### src/rtl/irq_route_pkg.sv
package irq_route_pkg;

  localparam int unsigned SRC_COUNT = 6;

  typedef enum int unsigned {
    SRC_DATA_READY = 0,
    SRC_FREEFALL   = 1,
    SRC_TAP        = 2,
    SRC_TILT       = 3,
    SRC_SHOCK      = 4,
    SRC_SLEEPWAKE  = 5
  } src_idx_e;

  typedef struct packed {
    logic val;
    logic oe;
  } pin_drive_t;

  // Pin drive for one line from its asserted state and the shared config.
  function automatic pin_drive_t drive_of(logic asserted, logic act_high,
                                          logic open_drain);
    pin_drive_t d;
    if (open_drain) begin
      d.val = act_high;
      d.oe  = asserted;
    end else begin
      d.val = asserted ? act_high : ~act_high;
      d.oe  = 1'b1;
    end
    return d;
  endfunction

  // Idle drive produced by the reset configuration (active-low push-pull).
  localparam pin_drive_t DRIVE_RESET = '{val: 1'b1, oe: 1'b1};

endpackage

### src/rtl/irq_pending_bank.sv
module irq_pending_bank #(
  parameter int unsigned N_SRC = 6
) (
  input  logic             clk,
  input  logic             rst_n,
  input  logic [N_SRC-1:0] set_i,
  input  logic [N_SRC-1:0] clr_i,
  output logic [N_SRC-1:0] pend_o
);

  for (genvar g = 0; g < N_SRC; g++) begin : g_bit
    always_ff @(posedge clk or negedge rst_n) begin
      if (!rst_n) begin
        pend_o[g] <= 1'b0;
      end else if (set_i[g]) begin
        pend_o[g] <= 1'b1;
      end else if (clr_i[g]) begin
        pend_o[g] <= 1'b0;
      end
    end

    AST_SET_WINS: assert property (@(posedge clk) disable iff (!rst_n)
      set_i[g] |=> pend_o[g]);
    AST_CLEAR_TAKES: assert property (@(posedge clk) disable iff (!rst_n)
      (clr_i[g] && !set_i[g]) |=> !pend_o[g]);
    AST_PEND_HOLDS: assert property (@(posedge clk) disable iff (!rst_n)
      (!clr_i[g] && !set_i[g]) |=> $stable(pend_o[g]));
  end

endmodule

### src/rtl/irq_line_mux.sv
module irq_line_mux #(
  parameter int unsigned N_SRC = 6
) (
  input  logic [N_SRC-1:0] pend_i,
  input  logic [N_SRC-1:0] en_i,
  input  logic [N_SRC-1:0] route_i,
  output logic             req_line1_o,
  output logic             req_line2_o
);

  logic [N_SRC-1:0] live;
  logic [N_SRC-1:0] to_line1;
  logic [N_SRC-1:0] to_line2;

  for (genvar g = 0; g < N_SRC; g++) begin : g_src
    assign live[g]     = pend_i[g] & en_i[g];
    assign to_line1[g] = live[g] &  route_i[g];
    assign to_line2[g] = live[g] & ~route_i[g];
  end

  assign req_line1_o = |to_line1;
  assign req_line2_o = |to_line2;

endmodule

### src/rtl/irq_pin_driver.sv
module irq_pin_driver
  import irq_route_pkg::*;
(
  input  logic clk,
  input  logic rst_n,
  input  logic req_i,
  input  logic act_high_i,
  input  logic open_drain_i,
  output logic val_o,
  output logic oe_o
);

  pin_drive_t next_drive;
  pin_drive_t drive_q;

  assign next_drive = drive_of(req_i, act_high_i, open_drain_i);

  always_ff @(posedge clk or negedge rst_n) begin
    if (!rst_n) drive_q <= DRIVE_RESET;
    else        drive_q <= next_drive;
  end

  assign val_o = drive_q.val;
  assign oe_o  = drive_q.oe;

  AST_PP_ALWAYS_DRIVES: assert property (@(posedge clk) disable iff (!rst_n)
    !open_drain_i |=> oe_o);
  AST_OD_RELEASES: assert property (@(posedge clk) disable iff (!rst_n)
    (open_drain_i && !req_i) |=> !oe_o);
  AST_ACTIVE_LEVEL: assert property (@(posedge clk) disable iff (!rst_n)
    req_i |=> (oe_o && (val_o == $past(act_high_i))));

endmodule

### src/rtl/irq_route_ctrl.sv
module irq_route_ctrl
  import irq_route_pkg::*;
#(
  parameter int unsigned N_SRC = SRC_COUNT
) (
  input  logic             clk,
  input  logic             rst_n,
  input  logic [N_SRC-1:0] evt_pulse,
  input  logic [N_SRC-1:0] clr_strobe,
  input  logic [N_SRC-1:0] cfg_enable,
  input  logic [N_SRC-1:0] cfg_route,
  input  logic             cfg_act_high,
  input  logic             cfg_open_drain,
  output logic             irq_line1_val,
  output logic             irq_line1_oe,
  output logic             irq_line2_val,
  output logic             irq_line2_oe,
  output logic [N_SRC-1:0] src_pending
);

  localparam int unsigned N_LINES = 2;

  logic [N_SRC-1:0]   pend;
  logic [N_LINES-1:0] line_req;
  logic [N_LINES-1:0] line_val;
  logic [N_LINES-1:0] line_oe;

  irq_pending_bank #(.N_SRC(N_SRC)) u_bank (
    .clk    (clk),
    .rst_n  (rst_n),
    .set_i  (evt_pulse),
    .clr_i  (clr_strobe),
    .pend_o (pend)
  );

  irq_line_mux #(.N_SRC(N_SRC)) u_mux (
    .pend_i      (pend),
    .en_i        (cfg_enable),
    .route_i     (cfg_route),
    .req_line1_o (line_req[0]),
    .req_line2_o (line_req[1])
  );

  for (genvar l = 0; l < N_LINES; l++) begin : g_line
    irq_pin_driver u_drv (
      .clk          (clk),
      .rst_n        (rst_n),
      .req_i        (line_req[l]),
      .act_high_i   (cfg_act_high),
      .open_drain_i (cfg_open_drain),
      .val_o        (line_val[l]),
      .oe_o         (line_oe[l])
    );
  end

  assign irq_line1_val = line_val[0];
  assign irq_line1_oe  = line_oe[0];
  assign irq_line2_val = line_val[1];
  assign irq_line2_oe  = line_oe[1];
  assign src_pending   = pend;

  AST_DISABLED_SILENT: assert property (@(posedge clk) disable iff (!rst_n)
    ((src_pending & cfg_enable) == '0) |=>
      ((!irq_line1_oe || irq_line1_val != $past(cfg_act_high)) &&
       (!irq_line2_oe || irq_line2_val != $past(cfg_act_high))));
  AST_ROUTE_LINE1: assert property (@(posedge clk) disable iff (!rst_n)
    ((src_pending & cfg_enable & cfg_route) != '0) |=>
      (irq_line1_oe && irq_line1_val == $past(cfg_act_high)));
  AST_ROUTE_LINE2: assert property (@(posedge clk) disable iff (!rst_n)
    ((src_pending & cfg_enable & ~cfg_route) != '0) |=>
      (irq_line2_oe && irq_line2_val == $past(cfg_act_high)));

endmodule

### config.mk
export PLATFORM = sky130hd
export DESIGN_NAME = irq_route_ctrl
export DESIGN_NICKNAME = d
export VERILOG_FILES = /design/src/rtl/irq_route_pkg.sv /design/src/rtl/irq_pending_bank.sv /design/src/rtl/irq_line_mux.sv /design/src/rtl/irq_pin_driver.sv /design/src/rtl/irq_route_ctrl.sv
export SDC_FILE = /design/constraint.sdc
export NUM_CORES = 1
export LEC_CHECK = 0
export ABC_AREA = 1
export BUFFER_PORTS_ARGS = -buffer_cell sky130_fd_sc_hd__buf_2
export CAP_MARGIN = 20
export CORE_MARGIN = 5
export CORE_UTILIZATION = 37
export DETAILED_ROUTE_END_ITERATION = 10
export PLACE_DENSITY = 0.75
export SLEW_MARGIN = 30
export SYNTH_ARGS = -nofsm -noshare
export SYNTH_HDL_FRONTEND = slang
export SYNTH_SLANG_ARGS = --single-unit
### constraint.sdc
create_clock -name clk -period 1 [get_ports clk]
set_input_delay 0.1 -clock clk [delete_from_list [all_inputs] [get_ports clk]]
set_output_delay 0.1 -clock clk [all_outputs]
set_load 0.05 [all_outputs]
==> results of run 1 <==
[worst paths after layout]
kind	cells past startpoint	endpoint
setup / recovery	1	irq_line2_val
hold / removal	2	u_bank.pend_o[5]$_DFFE_PN0P_
setup reg to reg	7	g_line[1].u_drv.val_o$_DFF_PN1_
hold reg to reg	2	u_bank.pend_o[4]$_DFFE_PN0P_
max in group asynchronous	2	g_line[0].u_drv.val_o$_DFF_PN1_
min in group asynchronous	2	u_bank.pend_o[2]$_DFFE_PN0P_
[report_power, final]
group	switching [uW]	leakage (uW)	internal (uW)	total [uW]
combinational	227	0.000407	184	411
clock	129	0.0000150	154	283
sequential	33.6	0.000102	450	483
[state kept, by name, summed over array words and instances (netlist names)]
| register | cells |
|---|---|
| g_line.u_drv.oe_o | 2 |
| g_line.u_drv.val_o | 2 |
| u_bank.pend_o | 6 |
[layout make-up]
type                    instances  area [um^2]
repair buffers                 45          335
inverters                      15         56.3
well taps                      15         18.8
clock buffers                   4         26.3
multi-input cells              38          258
fillers                       112          344
flip-flops and latches         10          263
[through the flow]
stage	cell area (um^2)	util	hold slack, ns	setup slack [ns]
2_1_floorplan	547	-	-0.196	-0.0517
3_3_place_gp	751	0.577	-0.0293	0.0368
3_5_place_dp	751	0.577	-0.0288	-0.00399
4_1_cts	920	0.707	0.00849	-0.0533
5_1_grt	957	0.736	0.00736	-0.0925
6_report	957	0.736	0.0144	-0.0402
[placed cells by master (no fill, tap or decap), types with 2 or more instances in the layout]
master,instances
nand2_1,8
nand2_2,3
clkbuf_4,3
buf_4,3
buf_6,6
nor2_1,2
buf_8,4
buf_2,27
o21bai_1,6
dfstp_2,4
nand4_1,2
nand3_2,9
nor2_4,2
dfrtp_2,6
nand3_1,5
dlygate4sd3_1,5
inv_1,15
[cells by family after synthesis]
logic type / count (synthesis) / share of synthesized area
simple gates: 32 / 0.293
compound gates: 6 / 0.0893
buf+inv: 15 / 0.112
flops: 10 / 0.506
[repair_timing]
| action | 4_1_cts | 5_1_grt |
|---|---|---|
| hold buffers | 5 | 0 |
| gates resized for setup | 26 | 6 |
| pin swaps | 4 | 8 |
| buffers inserted | 1 | 2 |
| setup endpoints to repair | 12 | 10 |
| endpoints found under the hold margin | 14 | 0 |
[synthesized netlist by cell type]
cell / number / area share
dfrtp_1: 6 / 0.30
dfstp_2: 4 / 0.21
inv_1: 15 / 0.11
nand2_1: 11 / 0.082
nand3_1: 14 / 0.14
nand4_1: 2 / 0.025
nor2_1: 3 / 0.022
nor2_2: 2 / 0.025
o21bai_1: 6 / 0.089
[layer usage]
metal	vias up	global-route usage
met5	-	0
met4	0	0.0497
met3	2	0.0613
met2	27	0.274
met1	261	0.143
li1	297	-
==> flow_metrics.py, run 1 <==
metrics = {
    "pwr": {
        "cellLeakagePower_uw": 0.000524,
        "totalPowerFinal_uw": 1180,
        "vdd_ir_drop_max_mv": 0.788,
        "power.density_nw_per_um2": 1230,
    },
    "route": {
        "wl_per_cell_um": 11.6,
        "drtIter0Drc": 0,
        "vias_per_cell": 4.62,
        "wl_met2_um": 808,
        "vias": 587,
        "drt_wl_total_um": 1470,
        "dr.pass1.iters": 1,
        "drc": 0,
        "top_layer_used": "met4",
        "met3_length_um": 133,
        "route.antenna.remaining_nets": 0,
        "m1WireLength_um": 523,
    },
    "logic_synthesis": {
        "postSynthAreaPerCell_um2": 8.00,
        "synth.cell_area_um2": 504,
        "yosysWarnings": 0,
        "synthCells": 63,
        "syn_nets": 91,
        "synth.distinct_cells": 9,
        "synth-seq-cells": 10,
        "yosysSeqAreaShare": 0.506,
    },
    "clock_tree": {
        "cts_tree": "done",
        "worstSkewPairLatency_ns": 0.26,
        "htreeDepth": 1,
        "cts.sinks": 10,
        "cts_buffers": 3,
        "ctsLongestPathBuffers": 2,
        "clock_tree.root_cell": "clkbuf_4",
        "clk_pin_slew_ns": 0.06,
    },
    "worst_setup_path": {
        "required_ns": 0.90,
        "critPathLaunchType": "register",
        "crit_start": "g_line[1].u_drv.val_o$_DFF_PN1_",
        "cp-end-kind": "output pin",
        "max_stage_delay_ns": 0.54,
        "cp_num_buf_inv": 1,
        "critPathArrivalTime_ns": 0.94,
        "cp_max_fo": 1,
        "worstSetupPathType": "reg2out",
        "r2r-start": "u_bank.pend_o[5]$_DFFE_PN0P_",
        "crit_chain": "buf_8",
        "ff2ff_setup_slack_ns": -0.01,
        "slowest_stage": "dfstp_2",
        "critical_path.top_delay_family": "flip-flops",
    },
    "place": {
        "gp_congestion": 0.711,
        "place_hpwl_um": 1100,
        "place_inst": 115,
        "io_buffers": 37,
    },
    "global_route": {
        "grt_pass1_vias": 598,
        "grt_max_degree": 11,
        "antenna_found_initial": 0,
        "grt_usage": 0.146,
        "grt_pass1_wl_um": 2240,
        "grt.overflow.total": 0,
    },
    "sta": {
        "clock_skew_ns": 0.00551,
        "timing.final.ws_setup_ns": -0.0402,
        "tightest_slew_ns": 0.226,
        "clock.fmax_ghz": 0.961,
        "finalSetupTns_ns": -0.153,
        "setup_viol_count_final": 5,
        "layout_min_cycle_time_ns": 1.04,
        "rsz0062_at_grt": "yes",
        "drv_slew": 0,
        "post-route-period-util": 1.04,
        "relSlewSlack": 0.850,
        "hold_viol_final": 0,
    },
    "floorplan": {
        "die_w_um": 46.9,
        "core_um2": 1300,
        "io_pins": 38,
        "die_h_um": 46.9,
        "start_util": 0.388,
        "die_area_um2": 2200,
        "fp-row-count": 13,
    },
    "run_status": {
        "violations": "setup timing",
        "status": "finished, violations left",
    },
    "worst_hold_path": {
        "min_from": "clr_strobe[5]",
        "hold_path_class": "in2reg",
    },
    "finish": {
        "drive_above_1_share": 0.607,
        "n_antenna_cell": 0,
        "fin_nets": 141,
        "final_cell_count_no_fill": 127,
        "area_growth_pct": 89.8,
    },
    "run": {
        "maxCapViolCount": 0,
    },
}
Power figures use the tool's default switching activity.
==> run 2: changes to the inputs <==
Settings changed: ABC_AREA 1 to not set, CORE_AREA set to 5 5 42 44, CORE_MARGIN 5 to not set, CORE_UTILIZATION 37 to not set, DIE_AREA set to 0 0 47 49, PLACE_DENSITY 0.75 to 0.73.
==> run 2 against run 1 <==
Compared with the run above: wire length fell by 17%; flip-flop and latch count unchanged; worst setup slack got worse by 0.047 ns; the flow still finishes with violations (setup timing).
==> flow_metrics.py, run 2 <==
metrics = {
    "global_route": {
        "grt_pass1_vias": 547,
        "grt_usage": 0.126,
        "grt.overflow.total": 0,
        "antenna_found_initial": 0,
        "grt_pass1_wl_um": 2080,
        "grt_max_degree": 11,
    },
    "worst_setup_path": {
        "max_stage_delay_ns": 0.43,
        "critPathLaunchType": "register",
        "cp_max_fo": 3,
        "slowest_stage": "dfrtp_2",
        "cp-end-kind": "register",
        "cp_num_buf_inv": 0,
        "critical_path.top_delay_family": "flip-flops",
        "critPathArrivalTime_ns": 1.28,
        "required_ns": 1.19,
        "worstSetupPathType": "reg2reg",
        "crit_chain": "nand2_2 -> o22ai_2 -> nor4_2 -> xor2_1",
    },
    "finish": {
        "top_register": "u_bank.pend_o",
        "largest_register_ffs": 6,
        "n_antenna_cell": 0,
        "layout_commonest_cell": "buf_2",
        "area_growth_pct": 98.7,
        "final_cell_count_no_fill": 113,
        "drive_above_1_share": 0.670,
        "fill_cells": 119,
        "fin_nets": 126,
        "final_cell_mix": "buf_2 (27), buf_8 (8), nand2_1 (7)",
    },
    "logic_synthesis": {
        "ys_top_cells_by_area": "dfrtp_1 (32%), dfstp_2 (23%), a21o_1 (8.1%)",
        "async_reset_ff_frac": 1.00,
        "synth.distinct_cells": 15,
        "synthCells": 47,
        "synth.cell_area_um2": 465,
        "postSynthAreaPerCell_um2": 9.90,
        "synth_most_common_cell": "nand2_1",
        "syn_nets": 75,
        "yosysTopAreaCellShare": 0.323,
        "ys.flop_type": "dfrtp_1",
        "yosysTopAreaCell": "dfrtp_1",
        "yosysWarnings": 0,
        "synth-seq-cells": 10,
        "yosysSeqAreaShare": 0.548,
        "synth_edf_count": 0,
        "synth_top_cells_by_count": "nand2_1 (8), dfrtp_1 (6), inv_1 (6), nand3_1 (6), a21o_1 (5)",
    },
    "sta": {
        "clock.fmax_ghz": 0.920,
        "layout_min_cycle_time_ns": 1.09,
        "holdWs_ns": 0.0105,
        "tightest_slew_ns": 0.242,
        "clock_skew_ns": 0.00571,
        "finalSetupTns_ns": -0.416,
        "relSlewSlack": 0.838,
        "setup_viol_count_final": 11,
        "rsz0062_at_grt": "yes",
        "drv_slew": 0,
        "post-route-period-util": 1.09,
        "timing.final.ws_setup_ns": -0.0870,
        "hold_viol_final": 0,
    },
    "pwr": {
        "cellLeakagePower_uw": 0.000477,
        "p_int_uw": 878,
        "swShare": 0.308,
        "vdd_ir_drop_max_mv": 1.04,
        "seq_power_share": 0.380,
        "power.density_nw_per_um2": 1370,
        "p_sw_uw": 390,
        "power.share.clock": 0.286,
        "combPwrFrac": 0.334,
    },
    "route": {
        "vias": 518,
        "drtIter0Drc": 5,
        "drt_wl_total_um": 1230,
        "drc": 0,
        "route.antenna.remaining_nets": 0,
        "wl_per_cell_um": 10.9,
        "dr.pass1.iters": 3,
        "vias_per_cell": 4.58,
    },
    "run_status": {
        "violations": "setup timing",
        "status": "finished, violations left",
    },
    "clock_tree": {
        "worstSkewPairLatency_ns": 0.26,
        "htreeDepth": 1,
        "clock_tree.root_cell": "clkbuf_4",
        "ctsLongestPathBuffers": 2,
        "cts_tree": "done",
        "cts_buffers": 3,
        "clk_pin_slew_ns": 0.07,
        "cts.sinks": 10,
    },
    "place": {
        "place_inst": 104,
        "place_hpwl_um": 991,
        "gp_congestion": 0.715,
        "pre_cts_slack_ns": -0.0896,
        "io_buffers": 37,
    },
    "floorplan": {
        "io_pins": 38,
        "die_w_um": 47,
        "fp-row-count": 14,
        "die_h_um": 49,
        "core_um2": 1400,
        "die_area_um2": 2300,
        "start_util": 0.332,
    },
    "worst_hold_path": {
        "hold_path_class": "in2reg",
    },
    "run": {
        "maxCapViolCount": 0,
    },
}
## run 2: cell type report
type                    count  area [um^2]  share of cell area
well taps                  16         20.0              0.0217
multi-input cells          31          213               0.230
clock buffers               4         36.3              0.0392
flip-flops and latches     10          263               0.284
inverters                   6         22.5              0.0244
repair buffers             46          370               0.401
## run 2: worst paths after layout
check / start / to / slack, ns / cells after the start
setup / recovery: u_bank.pend_o[0]$_DFFE_PN0P_ / g_line[1].u_drv.val_o$_DFF_PN1_ / -0.09 / 4
hold / removal: evt_pulse[3] / u_bank.pend_o[3]$_DFFE_PN0P_ / 0.01 / 2
setup reg to reg: u_bank.pend_o[0]$_DFFE_PN0P_ / g_line[1].u_drv.val_o$_DFF_PN1_ / -0.09 / 4
hold reg to reg: u_bank.pend_o[4]$_DFFE_PN0P_ / u_bank.pend_o[4]$_DFFE_PN0P_ / 0.53 / 1
max in group asynchronous: rst_n / g_line[0].u_drv.val_o$_DFF_PN1_ / 0.53 / 2
min in group asynchronous: rst_n / u_bank.pend_o[4]$_DFFE_PN0P_ / 0.21 / 2
## run 2: timing repair
action | in CTS | in global routing
endpoints found under the setup margin | 12 | 14
buffers inserted | 1 | 0
hold buffers | 3 | 1
gates resized for setup | 29 | 6
pin swaps | 3 | 1
endpoints found under the hold margin | 13 | 1
## run 2: stage by stage
stage | util | total power, uW | instance area, um^2
final | 0.660 | 1270 | 925
after global routing | 0.660 | 1350 | 925
after CTS | 0.635 | 1270 | 890
after detailed placement | 0.513 | 804 | 719
after global placement | 0.513 | 799 | 719
after floorplan | - | 678 | 484
## run 2: kinds of logic (layout without fill, tap and decap cells)
family,count (synthesis),count (layout),synth area share
XOR/XNOR,2,2,0.0376
AND/OR/NAND/NOR,20,20,0.212
AO/OA/AOI/OAI,9,9,0.153
buffers and inverters,6,56,0.0484
flip-flops,10,10,0.548
## run 2: layer usage
| layer | track usage | vias up | share of wire |
|---|---|---|---|
| li1 | - | 261 | - |
| met1 | 0.149 | 228 | 0.37 |
| met2 | 0.172 | 27 | 0.49 |
| met3 | 0.0517 | 2 | 0.12 |
| met4 | 0.0968 | 0 | 0.015 |
| met5 | 0 | - | 0 |
## run 2: power by group through the flow
stage                     Sequential (uW)  Combinational, uW  Clock [uW]
after global routing                  488                451         406
after global placement                475                324           0
final                                 482                424         363
after detailed placement              477                327           0
after floorplan                       604               73.5           0
after CTS                             481                410         379
==> run 3: changes to the inputs <==
Settings changed: PLACE_DENSITY 0.73 to 0.72, SYNTH_HIERARCHICAL set to 1.
==> run 3 against run 2 <==
Compared with the run above: the run still ends with setup timing left; critical path type unchanged; flip-flop and latch count is the same; utilization grew 2.7 points; worst setup slack lost 0.21 ns; global-route usage grew 3.8 points; wire length grew 43%.
==> flow_metrics.py, run 3 <==
metrics = {
    "sta": {
        "post-route-period-util": 1.30,
        "layout_min_cycle_time_ns": 1.30,
        "clock.fmax_ghz": 0.771,
        "hold_viol_final": 0,
        "tightest_slew_ns": 0.229,
        "drv_slew": 0,
        "rsz0062_at_grt": "yes",
        "setup_viol_count_final": 14,
        "clock_skew_ns": 0.00488,
        "timing.final.ws_setup_ns": -0.297,
        "relSlewSlack": 0.848,
    },
    "floorplan": {
        "die_h_um": 49,
        "die_w_um": 47,
        "fp-row-count": 14,
        "die_area_um2": 2300,
        "io_pins": 38,
        "start_util": 0.321,
        "core_um2": 1400,
    },
    "route": {
        "drtIter0Drc": 22,
        "drc": 0,
        "vias": 586,
        "drt_wl_total_um": 1760,
        "vias_per_cell": 5.05,
        "wl_per_cell_um": 15.2,
        "route.antenna.remaining_nets": 0,
        "dr.pass1.iters": 4,
    },
    "logic_synthesis": {
        "synth-simple-area-share": 0.181,
        "synthCells": 45,
        "synth.area.mux_share": 0,
        "postSynthAreaPerCell_um2": 10.0,
        "syn_nets": 73,
        "yosysTopAreaCellShare": 0.333,
        "synth.cell_area_um2": 450,
        "yosys.area_share.adder": 0,
        "synth_compound_area_frac": 0.164,
        "async_reset_ff_frac": 1.00,
        "ys_top_cells_by_area": "dfrtp_1 (33%), dfstp_2 (23%), a21o_1 (10%)",
        "synth_top_family_by_area": "simple AND/OR/NAND/NOR gates",
        "yosysTopAreaCell": "dfrtp_1",
        "synth-seq-cells": 10,
        "synthXorXnorAreaFrac": 0.0389,
        "synth_top_cells_by_count": "a21o_1 (6), dfrtp_1 (6), inv_1 (6), nand2_1 (6)",
        "synth.distinct_cells": 14,
        "yosysWarnings": 6,
        "synth_edf_count": 0,
        "ys.flop_type": "dfrtp_1",
        "yosysSeqAreaShare": 0.567,
    },
    "finish": {
        "finalInstanceArea_um2": 962,
        "top_register": "u_bank/pend_o",
        "drive_above_1_share": 0.620,
        "largest_register_ffs": 6,
        "area_growth_pct": 114,
        "final_cell_count_no_fill": 116,
        "n_antenna_cell": 0,
        "fill_cells": 117,
        "fin_nets": 129,
        "layout_commonest_cell": "buf_2",
        "final_cell_mix": "buf_2 (27), buf_8 (9), dlygate4sd3_1 (7)",
    },
    "global_route": {
        "grt.overflow.total": 0,
        "grt_pass1_vias": 648,
        "grt_usage": 0.164,
        "antenna_found_initial": 0,
        "grt_pass1_wl_um": 2670,
        "grt_max_degree": 11,
    },
    "worst_setup_path": {
        "crit_chain": "nand2_1 -> o22ai_1 -> or3_1 -> nor2_1 -> xor2_1",
        "critPathArrivalTime_ns": 1.50,
        "reg2regPathDepth": 5,
        "max_stage_delay_ns": 0.43,
        "cp-end-kind": "register",
        "worst-path-stages": 5,
        "cp_max_fo": 3,
        "critical_path.top_delay_family": "simple AND/OR/NAND/NOR gates",
        "slowest_stage": "dfrtp_2",
        "critPathLaunchType": "register",
        "cp_num_buf_inv": 0,
        "worstSetupPathType": "reg2reg",
        "required_ns": 1.20,
    },
    "clock_tree": {
        "worstSkewPairLatency_ns": 0.27,
        "clk_pin_slew_ns": 0.08,
        "cts.sinks": 10,
        "htreeDepth": 1,
        "clock_tree.root_cell": "clkbuf_4",
        "ctsLongestPathBuffers": 2,
        "cts_tree": "done",
        "cts_buffers": 3,
    },
    "place": {
        "place_inst": 103,
        "placed_area_um2": 701,
        "gp_congestion": 0.659,
        "io_buffers": 37,
    },
    "pwr": {
        "p_sw_uw": 420,
        "vdd_ir_drop_max_mv": 0.758,
        "cellLeakagePower_uw": 0.000512,
        "combPwrFrac": 0.345,
        "seq_power_share": 0.364,
        "power.share.clock": 0.291,
        "p_int_uw": 900,
        "swShare": 0.318,
        "power.density_nw_per_um2": 1370,
    },
    "run": {
        "maxCapViolCount": 0,
    },
    "worst_hold_path": {
        "hold_depth": 2,
        "hold_path_class": "in2reg",
    },
    "run_status": {
        "violations": "setup timing",
        "status": "finished, violations left",
    },
}
[run 3: changes by cell type in the layout (fill, tap and decap cells not counted), moves of 2 or more]
cell	delta
o22ai_1	+3
nand2b_4	+2
o22ai_2	-3
nand2_2	-2
dlygate4sd3_1	+3
nand3_1	-3
[run 3: worst paths after layout]
kind / start / to / slack, ns
max in group asynchronous: rst_n / g_line[0].u_drv/oe_o$_DFF_PN1_ / 0.53
min in group asynchronous: rst_n / u_bank/pend_o[5]$_DFFE_PN0P_ / 0.21
worst max register to register: u_bank/pend_o[0]$_DFFE_PN0P_ / g_line[1].u_drv/val_o$_DFF_PN1_ / -0.30
worst max-delay path: u_bank/pend_o[0]$_DFFE_PN0P_ / g_line[1].u_drv/val_o$_DFF_PN1_ / -0.30
worst min-delay path: evt_pulse[2] / u_bank/pend_o[2]$_DFFE_PN0P_ / 0.0001
worst min register to register: u_bank/pend_o[3]$_DFFE_PN0P_ / u_bank/pend_o[3]$_DFFE_PN0P_ / 0.60
[run 3: through the flow]
stage	utilization	setup WS, ns	power [uW]	hold WS (ns)	TNS [ns]
4_1_cts	0.670	-0.257	1300	0.000937	-1.51
2_1_floorplan	-	-0.362	666	-0.196	-1.13
6_report	0.687	-0.297	1320	0.000147	-1.47
5_1_grt	0.687	-0.366	1380	0.0104	-1.93
3_3_place_gp	0.500	-0.236	789	-0.0316	-0.656
3_5_place_dp	0.500	-0.257	794	-0.0244	-0.729
[run 3: timing repair]
| item | CTS | global route |
|---|---|---|
| gates resized for setup | 35 | 8 |
| setup buffers | 2 | 5 |
| hold buffers | 6 | 1 |
| hold endpoints to repair | 16 | 1 |
| endpoints found under the setup margin | 14 | 14 |
| pin swaps | 2 | 2 |
[run 3: area by class of cell]
| type | count | area [um^2] | share of cell area |
|---|---|---|---|
| Multi-Input combinational cell | 29 | 198 | 0.205 |
| Clock buffer | 4 | 36.3 | 0.0377 |
| Inverter | 6 | 22.5 | 0.0234 |
| Tap cell | 16 | 20.0 | 0.0208 |
| Sequential cell | 10 | 263 | 0.273 |
| Timing Repair Buffer | 51 | 423 | 0.440 |
[run 3: kinds of logic (layout without fill, tap and decap cells)]
| family | Yosys count | in the layout |
|---|---|---|
| simple gates | 17 | 17 |
| compound gates | 10 | 10 |
| flops | 10 | 10 |
| buf+inv | 6 | 61 |
| xor+xnor | 2 | 2 |
[run 3: routing by layer]
metal,share of wire,track usage,vias to the layer above
met5,0,0,-
met2,0.54,0.299,38
met1,0.36,0.167,279
li1,-,-,263
met4,0.029,0.0691,0
met3,0.074,0.0369,6
[run 3: worst register-to-register path, cell delays in order, from the launching register on]
cell     delay [ns]
dfrtp_2        0.43
nand2_1        0.08
o22ai_1        0.07
or3_1          0.38
nor2_1         0.12
xor2_1         0.15
[run 3: power by group through the flow]
stage               Clock [uW]  Combinational, uW  Sequential [uW]
floorplan                    0               61.9              604
global placement             0                315              474
detailed placement           0                318              475
CTS                        387                430              480
global route               411                480              485
finish                     384                455              480
